## config.mk

```make
export PLATFORM = sky130hd
export DESIGN_NAME = phy_lat_align
export DESIGN_NICKNAME = d
export VERILOG_FILES = /design/src/rtl/phy_lat_pkg.sv /design/src/rtl/lat_lock.sv /design/src/rtl/tap_delay.sv /design/src/rtl/wr_burst_gen.sv /design/src/rtl/phy_lat_align.sv
export SDC_FILE = /design/constraint.sdc
export NUM_CORES = 1
export LEC_CHECK = 0
export CELL_PAD_IN_SITES_DETAIL_PLACEMENT = 1
export CELL_PAD_IN_SITES_GLOBAL_PLACEMENT = 2
export CORE_ASPECT_RATIO = 1.1
export CORE_UTILIZATION = 30
export CTS_CLUSTER_DIAMETER = 100
export CTS_CLUSTER_SIZE = 16
export DETAILED_ROUTE_END_ITERATION = 6
export DONT_BUFFER_PORTS = 1
export HOLD_SLACK_MARGIN = 0.02
export PLACE_DENSITY_LB_ADDON = 0.1
export SLEW_MARGIN = 20
export SYNTH_ARGS = -nofsm -noshare
export SYNTH_HDL_FRONTEND = slang
export SYNTH_HIERARCHICAL = 1
export SYNTH_SLANG_ARGS = --single-unit
```

## constraint.sdc

```tcl
create_clock -name clk -period 2.7 [get_ports clk]
set_input_delay 0 -clock clk [delete_from_list [all_inputs] [get_ports clk]]
set_output_delay 0 -clock clk [all_outputs]
set_load 0.02 [all_outputs]
```

## src/rtl/phy_lat_pkg.sv

```systemverilog
package phy_lat_pkg;

  typedef enum logic {
    LK_WAIT = 1'b0,
    LK_HELD = 1'b1
  } lock_state_e;

  // number of phase bits on the read qualifiers
  function automatic int phase_count(bit half_rate);
    return half_rate ? 2 : 1;
  endfunction

  // stage that holds an event issued 'lat' cycles ago (lat >= 1)
  function automatic int unsigned tap_index(int unsigned lat);
    return (lat == 0) ? 0 : lat - 1;
  endfunction

endpackage

```

## src/rtl/lat_lock.sv

```systemverilog
module lat_lock
  import phy_lat_pkg::*;
#(
  parameter int LAT_W = 6
) (
  input  logic             clk,
  input  logic             rst_n,
  input  logic             cal_ok,
  input  logic [LAT_W-1:0] rd_lat_in,
  input  logic [LAT_W-1:0] wr_lat_in,
  output logic             locked,
  output logic             cal_rise,
  output logic [LAT_W-1:0] rd_lat_q,
  output logic [LAT_W-1:0] wr_lat_q
);

  lock_state_e st;
  logic        cal_q;

  assign cal_rise = cal_ok & ~cal_q;
  assign locked   = (st == LK_HELD);

  always_ff @(posedge clk) begin
    if (!rst_n) begin
      st       <= LK_WAIT;
      cal_q    <= 1'b0;
      rd_lat_q <= '0;
      wr_lat_q <= '0;
    end else begin
      cal_q <= cal_ok;
      if (st == LK_WAIT && cal_rise) begin
        st       <= LK_HELD;
        rd_lat_q <= rd_lat_in;
        wr_lat_q <= wr_lat_in;
      end
    end
  end

endmodule

```

## src/rtl/tap_delay.sv

```systemverilog
module tap_delay
  import phy_lat_pkg::*;
#(
  parameter int LAT_W = 6
) (
  input  logic             clk,
  input  logic             rst_n,
  input  logic             din,
  input  logic [LAT_W-1:0] lat,
  output logic             dout
);

  localparam int DEPTH = 1 << LAT_W;

  logic             stage [DEPTH];
  logic [LAT_W-1:0] tap;

  assign tap = LAT_W'(tap_index(32'(lat)));

  always_ff @(posedge clk) begin
    if (!rst_n) begin
      for (int i = 0; i < DEPTH; i++) stage[i] <= 1'b0;
    end else begin
      stage[0] <= din;
      for (int i = 1; i < DEPTH; i++) stage[i] <= stage[i-1];
    end
  end

  assign dout = (lat == '0) ? din : stage[tap];

endmodule

```

## src/rtl/wr_burst_gen.sv

```systemverilog
module wr_burst_gen (
  input  logic clk,
  input  logic rst_n,
  input  logic enable,
  input  logic wr_cmd,
  input  logic wr_data_issue,
  output logic burst_now
);

  logic burst_prev;

  assign burst_now = enable & wr_data_issue & (wr_cmd | burst_prev);

  always_ff @(posedge clk) begin
    if (!rst_n) burst_prev <= 1'b0;
    else        burst_prev <= burst_now;
  end

endmodule

```

## src/rtl/phy_lat_align.sv

```systemverilog
module phy_lat_align
  import phy_lat_pkg::*;
#(
  parameter int LAT_W     = 6,
  parameter bit HALF_RATE = 1'b1,
  localparam int PH       = phase_count(HALF_RATE)
) (
  input  logic             clk,
  input  logic             rst_n,
  input  logic             cal_ok,
  input  logic [LAT_W-1:0] rd_lat_in,
  input  logic [LAT_W-1:0] wr_lat_in,
  input  logic [PH-1:0]    rd_issue,
  input  logic             wr_cmd,
  input  logic             wr_data_issue,
  output logic [PH-1:0]    rd_valid,
  output logic             dqs_burst_en
);

  // named internal events, observed by the bound checker
  logic             locked;
  logic             cal_rise;
  logic [LAT_W-1:0] rd_lat_q;
  logic [LAT_W-1:0] wr_lat_q;
  logic [PH-1:0]    rd_fire;
  logic             wr_stream;

  lat_lock #(.LAT_W(LAT_W)) u_lock (
    .clk      (clk),
    .rst_n    (rst_n),
    .cal_ok   (cal_ok),
    .rd_lat_in(rd_lat_in),
    .wr_lat_in(wr_lat_in),
    .locked   (locked),
    .cal_rise (cal_rise),
    .rd_lat_q (rd_lat_q),
    .wr_lat_q (wr_lat_q)
  );

  assign rd_fire = rd_issue & {PH{locked}};

  for (genvar p = 0; p < PH; p++) begin : g_phase
    tap_delay #(.LAT_W(LAT_W)) u_rd_dly (
      .clk  (clk),
      .rst_n(rst_n),
      .din  (rd_fire[p]),
      .lat  (rd_lat_q),
      .dout (rd_valid[p])
    );
  end

  wr_burst_gen u_burst (
    .clk          (clk),
    .rst_n        (rst_n),
    .enable       (locked),
    .wr_cmd       (wr_cmd),
    .wr_data_issue(wr_data_issue),
    .burst_now    (wr_stream)
  );

  tap_delay #(.LAT_W(LAT_W)) u_wr_dly (
    .clk  (clk),
    .rst_n(rst_n),
    .din  (wr_stream),
    .lat  (wr_lat_q),
    .dout (dqs_burst_en)
  );

endmodule

```

==> flow_results.org <==
** Run status
- Result of the run :: finished, violations left
- Failing checks :: hold timing, setup timing

** STA
- Transition time at the pin with the least slew margin :: 0.899 ns
- Worst hold-check slack :: -0.0353 ns
- Final-report setup violation count :: 3
- Ratio of final minimum period to clock period :: 108%
- Final hold violation count :: 7
- Max-slew headroom at the worst pin :: approximately 40%
- Slew Viols, Final :: 0
- Derived from the worst setup path, the maximum achievable clock frequency is between 300 and 400 MHz.
- Final WS setup :: -0.214 ns
- Setup repair after global routing could not meet its margin everywhere.
- Fin Clk Skew :: a little over 0.007 ns
- Post-route minimum period :: 2.91 ns

** Power and ir drop
- PD cells :: between 600 and 700 nW/µm²
- The analysis attributes to net switching a power of ~1.8 mW.
- Across the VDD grid, the largest voltage drop is around 0.00037 V.
- Internal power comes to between 4 and 5 mW.
- Fraction of power consumed by the clock network :: between 30% and 40%
- Per report_power, the combinational group accounts for between 10% and 20% of the total.
- Switching Share :: 27.4%
- Summed over all cells, the static leakage comes to between 3 and 4 nW.
- In this run, flip-flops and latches consume around 47% of the power.

** Clock tree
- CTS HTree Levels :: 1
- The root buffer cell chosen for the clock tree is sky130_fd_sc_hd__clkbuf_16.
- Clock latency reported for the late side of the worst-skew pair :: 0.48 ns
- Clock-pin slew was measured on the worst setup and hold paths at around 0.080 ns.
- Number of CTS-inserted buffers :: 16
- TritonCTS built the clock tree.
- The clock net in this run drives a total of approximately 210 sinks.
- The clock passes through at most 3 buffers.

** Drt
- DR vias/cell :: roughly 4.8
- After the first detailed-routing iteration, the DRC count stood at around 270.
- Count of antenna-violating nets left after detailed routing :: 0
- Summed over all layers, the routed wires come to 21.5 mm.
- In the final routed layout, each cell accounts on average for 17.6 µm.
- Before antenna repair, the detailed router went through 4 iterations.
- Residual DRC count :: 0
- Total vias in the final route :: roughly 5900

** Placed design
- Placement-stage cell area :: around 8900 µm²
- Once detailed placement completed, the half-perimeter wirelength came to roughly 14 mm.
- Placed Instances :: 1156
- Routability cong. :: a little under 0.8
- PortBufs :: 0

** Synth
- Synthesis instantiated 67 different standard cells from the library.
- The number of nets handed over by synthesis was around 830.
- Synth top area cells :: sky130_fd_sc_hd__dfxtp_1 49%, sky130_fd_sc_hd__and2_1 15%, sky130_fd_sc_hd__mux2i_1 3.8%
- Number of flops mapped to enable cells by yosys :: 0
- For this run, the number of Yosys warnings is 6.
- After synthesis the netlist holds a flip-flop and latch count of 207.
- Fraction of synthesized cell area taken by the top area cell type :: 49.5%
- Synthesized area divided by synthesized cell count :: around 10 µm²
- Seq/Total Area, Yosys :: about half
- Most used flip-flop cell after synthesis :: sky130_fd_sc_hd__dfxtp_1
- Dominant cell type by area after synthesis :: sky130_fd_sc_hd__dfxtp_1
- Combined area of all synthesized cells :: 8380 µm²
- Synth Instances :: about 810
- Share of async-settable or async-resettable flops after synthesis :: 0%

** Global route
- For this run the aggregate overflow at the end of global routing stands at 0.
- First-pass GRT wire length :: about 35 mm
- In the global route stage, met3 resource usage came out at 2.25%.
- Entering global routing, the biggest net connects 217 pins.
- Routing layer with the top usage in global route :: met2
- Global routing consumed, on the met2 layer, around 29% of the routing resources.
- Total global routing track utilization :: between 15 and 20%
- Initial antenna violation count :: 0
- Met1 Resource Use GR :: between 10% and 20%
- The number of global-route vias before repair came to approximately 6400.

** Critical path
- Endpoint required time on the critical path :: ~2.7 ns
- At the worst endpoint, the arrival time is 2.91 ns.
- Worst-path fanout max :: 6
- STA classifies the critical path endpoint as an output pin.
- Startpoint type of the worst setup path :: flop
- The worst setup path is of the reg -> out kind.

** Die
- The die covers between 20000 and 30000 µm².
- Die X :: between 150 and 200 µm
- Number of top-level pins :: 22
- Die Ht :: between 150 and 200 µm
- Starting Density :: a little under a third
- After floorplanning, the core was divided into 63 placement rows.
- Placeable Area :: roughly 27000 µm²

** Cells and area
- Most common cell after layout, fill and taps aside :: sky130_fd_sc_hd__and2_1
- With fillers left out, the area of the finished cells amounts to between 10000 and 15000 µm².
- In the layout the commonest cells are 202 x sky130_fd_sc_hd__and2_1, 200 x sky130_fd_sc_hd__dfxtp_1, 66 x sky130_fd_sc_hd__nand2_1.
- 0 antenna diodes ended up in the layout.
- Growth of design area from synthesis to finish :: 21.6%
- For this run, the number of standard cells in the final layout without fillers is around 1200.
- Of the cells placed in the final design, the portion with a size suffix greater than 1 is approximately 20%.
- Number of nets in the layout :: 891

** Min path
- The min-delay analysis places its worst path in the category in -> reg.

** Run
- Max-Cap Viols :: 0
worst max-delay path, cell delays in order (launching register included):
cell                       delay (ns)
sky130_fd_sc_hd__dfxtp_4         0.37
sky130_fd_sc_hd__inv_4           0.07
sky130_fd_sc_hd__ha_4            0.11
sky130_fd_sc_hd__or4b_4          0.51
sky130_fd_sc_hd__a21oi_4         0.29
sky130_fd_sc_hd__a211oi_1        0.14
sky130_fd_sc_hd__nor4_4          0.20
sky130_fd_sc_hd__o21ai_0         0.14
sky130_fd_sc_hd__and3_1          0.21
sky130_fd_sc_hd__o221ai_2        0.22
sky130_fd_sc_hd__buf_4           0.18
metal layers:
metal  up-vias  share of wire, %
li1       2881                 -
met1      2875                43
met2        71                52
met3        32               2.8
met4         0               2.3
met5         -                 0
final timing paths:
path                            slack (ns)  cells after the start                             startpoint                                     to
worst max-delay path                 -0.21                     10        u_lock/rd_lat_q[1]$_SDFFE_PN0P_                            rd_valid[0]
worst min-delay path                 -0.04                      2                                  rst_n             u_lock/locked$_SDFFE_PN0P_
worst max register to register        0.55                      3             u_lock/locked$_SDFFE_PN0P_        u_lock/wr_lat_q[2]$_SDFFE_PN0P_
worst min register to register        0.46                      1  g_phase[0].u_rd_dly/stage[10]$_DFF_P_  g_phase[0].u_rd_dly/stage[11]$_DFF_P_
stage by stage:
step	hold WS (ns)	total power, mW	worst slack (ns)	setup TNS, ns	util (%)
2_1_floorplan	0.122	3.87	0.0541	0	-
3_3_place_gp	0.124	4.17	0.0475	0	32.8
3_5_place_dp	0.126	4.17	0.0180	0	32.8
4_1_cts	0.0624	6.67	-0.252	-0.586	37.1
5_1_grt	0.103	6.96	-0.322	-0.844	37.5
6_report	-0.0353	6.60	-0.214	-0.414	37.5
repair_timing:
| item | CTS | global route |
|---|---|---|
| gates cloned | 3 | 0 |
| resized for setup | 73 | 20 |
| pin swaps | 21 | 14 |
| endpoints found under the setup margin | 3 | 3 |
| setup buffers | 18 | 7 |
| hold buffers | 22 | 0 |
| hold endpoints to repair | 207 | 0 |
logic make-up (layout without fill, tap and decap cells):
logic type      after synthesis  after routing  share of synthesized area [%]
fa+ha+maj                     6              6                          0.896
flops                       207            207                           49.5
compound gates              119            119                           10.7
simple gates                343            343                           23.7
buf+inv                      66            121                           3.99
xor+xnor                     16             18                           2.12
mux                          52             52                           9.11
cell type report:
type                    instances  area (µm²)
repair buffers                 92         838
multi-input cells             538        4250
fillers                      2993       17000
flip-flops and latches        207        4160
inverters                      11        56.3
clock buffers                  18         429
well taps                     357         447
registers in the layout, summed over array words and instances (netlist names):
name                    flops
u_lock/cal_q                1
g_phase.u_rd_dly/stage    128
u_lock/wr_lat_q             6
u_wr_dly/stage             64
u_burst/burst_prev          1
u_lock/rd_lat_q             6
u_lock/locked               1
power groups by stage:
stage	Clock, mW	Combinational, mW	Sequential (mW)
detailed placement	0	1.01	3.17
global route	2.44	1.42	3.10
global placement	0	1.00	3.16
CTS	2.30	1.27	3.10
floorplan	0	0.723	3.15
finish	2.19	1.31	3.10
synth_stat cells, types with 3 or more instances:
library cell and count:
sky130_fd_sc_hd__a2111oi_0 3, sky130_fd_sc_hd__a211oi_1 3, sky130_fd_sc_hd__a21oi_1 18, sky130_fd_sc_hd__a221oi_1 5, sky130_fd_sc_hd__a311o_1 3, sky130_fd_sc_hd__a31oi_1 12
sky130_fd_sc_hd__a32o_1 4, sky130_fd_sc_hd__a32oi_1 4, sky130_fd_sc_hd__and2_1 202, sky130_fd_sc_hd__buf_2 12, sky130_fd_sc_hd__buf_4 6, sky130_fd_sc_hd__buf_6 5
sky130_fd_sc_hd__clkbuf_1 31, sky130_fd_sc_hd__dfxtp_1 207, sky130_fd_sc_hd__ha_1 6, sky130_fd_sc_hd__inv_1 11, sky130_fd_sc_hd__mux2i_1 32, sky130_fd_sc_hd__mux4_1 4
sky130_fd_sc_hd__mux4_2 14, sky130_fd_sc_hd__nand2_1 67, sky130_fd_sc_hd__nand3_1 14, sky130_fd_sc_hd__nor2_1 12, sky130_fd_sc_hd__nor2b_1 8, sky130_fd_sc_hd__nor3_1 11
sky130_fd_sc_hd__nor3b_1 4, sky130_fd_sc_hd__nor4_1 5, sky130_fd_sc_hd__nor4_2 4, sky130_fd_sc_hd__o211ai_1 3, sky130_fd_sc_hd__o21ai_0 24, sky130_fd_sc_hd__o221a_2 4
sky130_fd_sc_hd__o311ai_0 5, sky130_fd_sc_hd__o32ai_1 3, sky130_fd_sc_hd__xnor2_1 7, sky130_fd_sc_hd__xor2_1 7
Note: power is estimated with default switching activity, not from simulation.
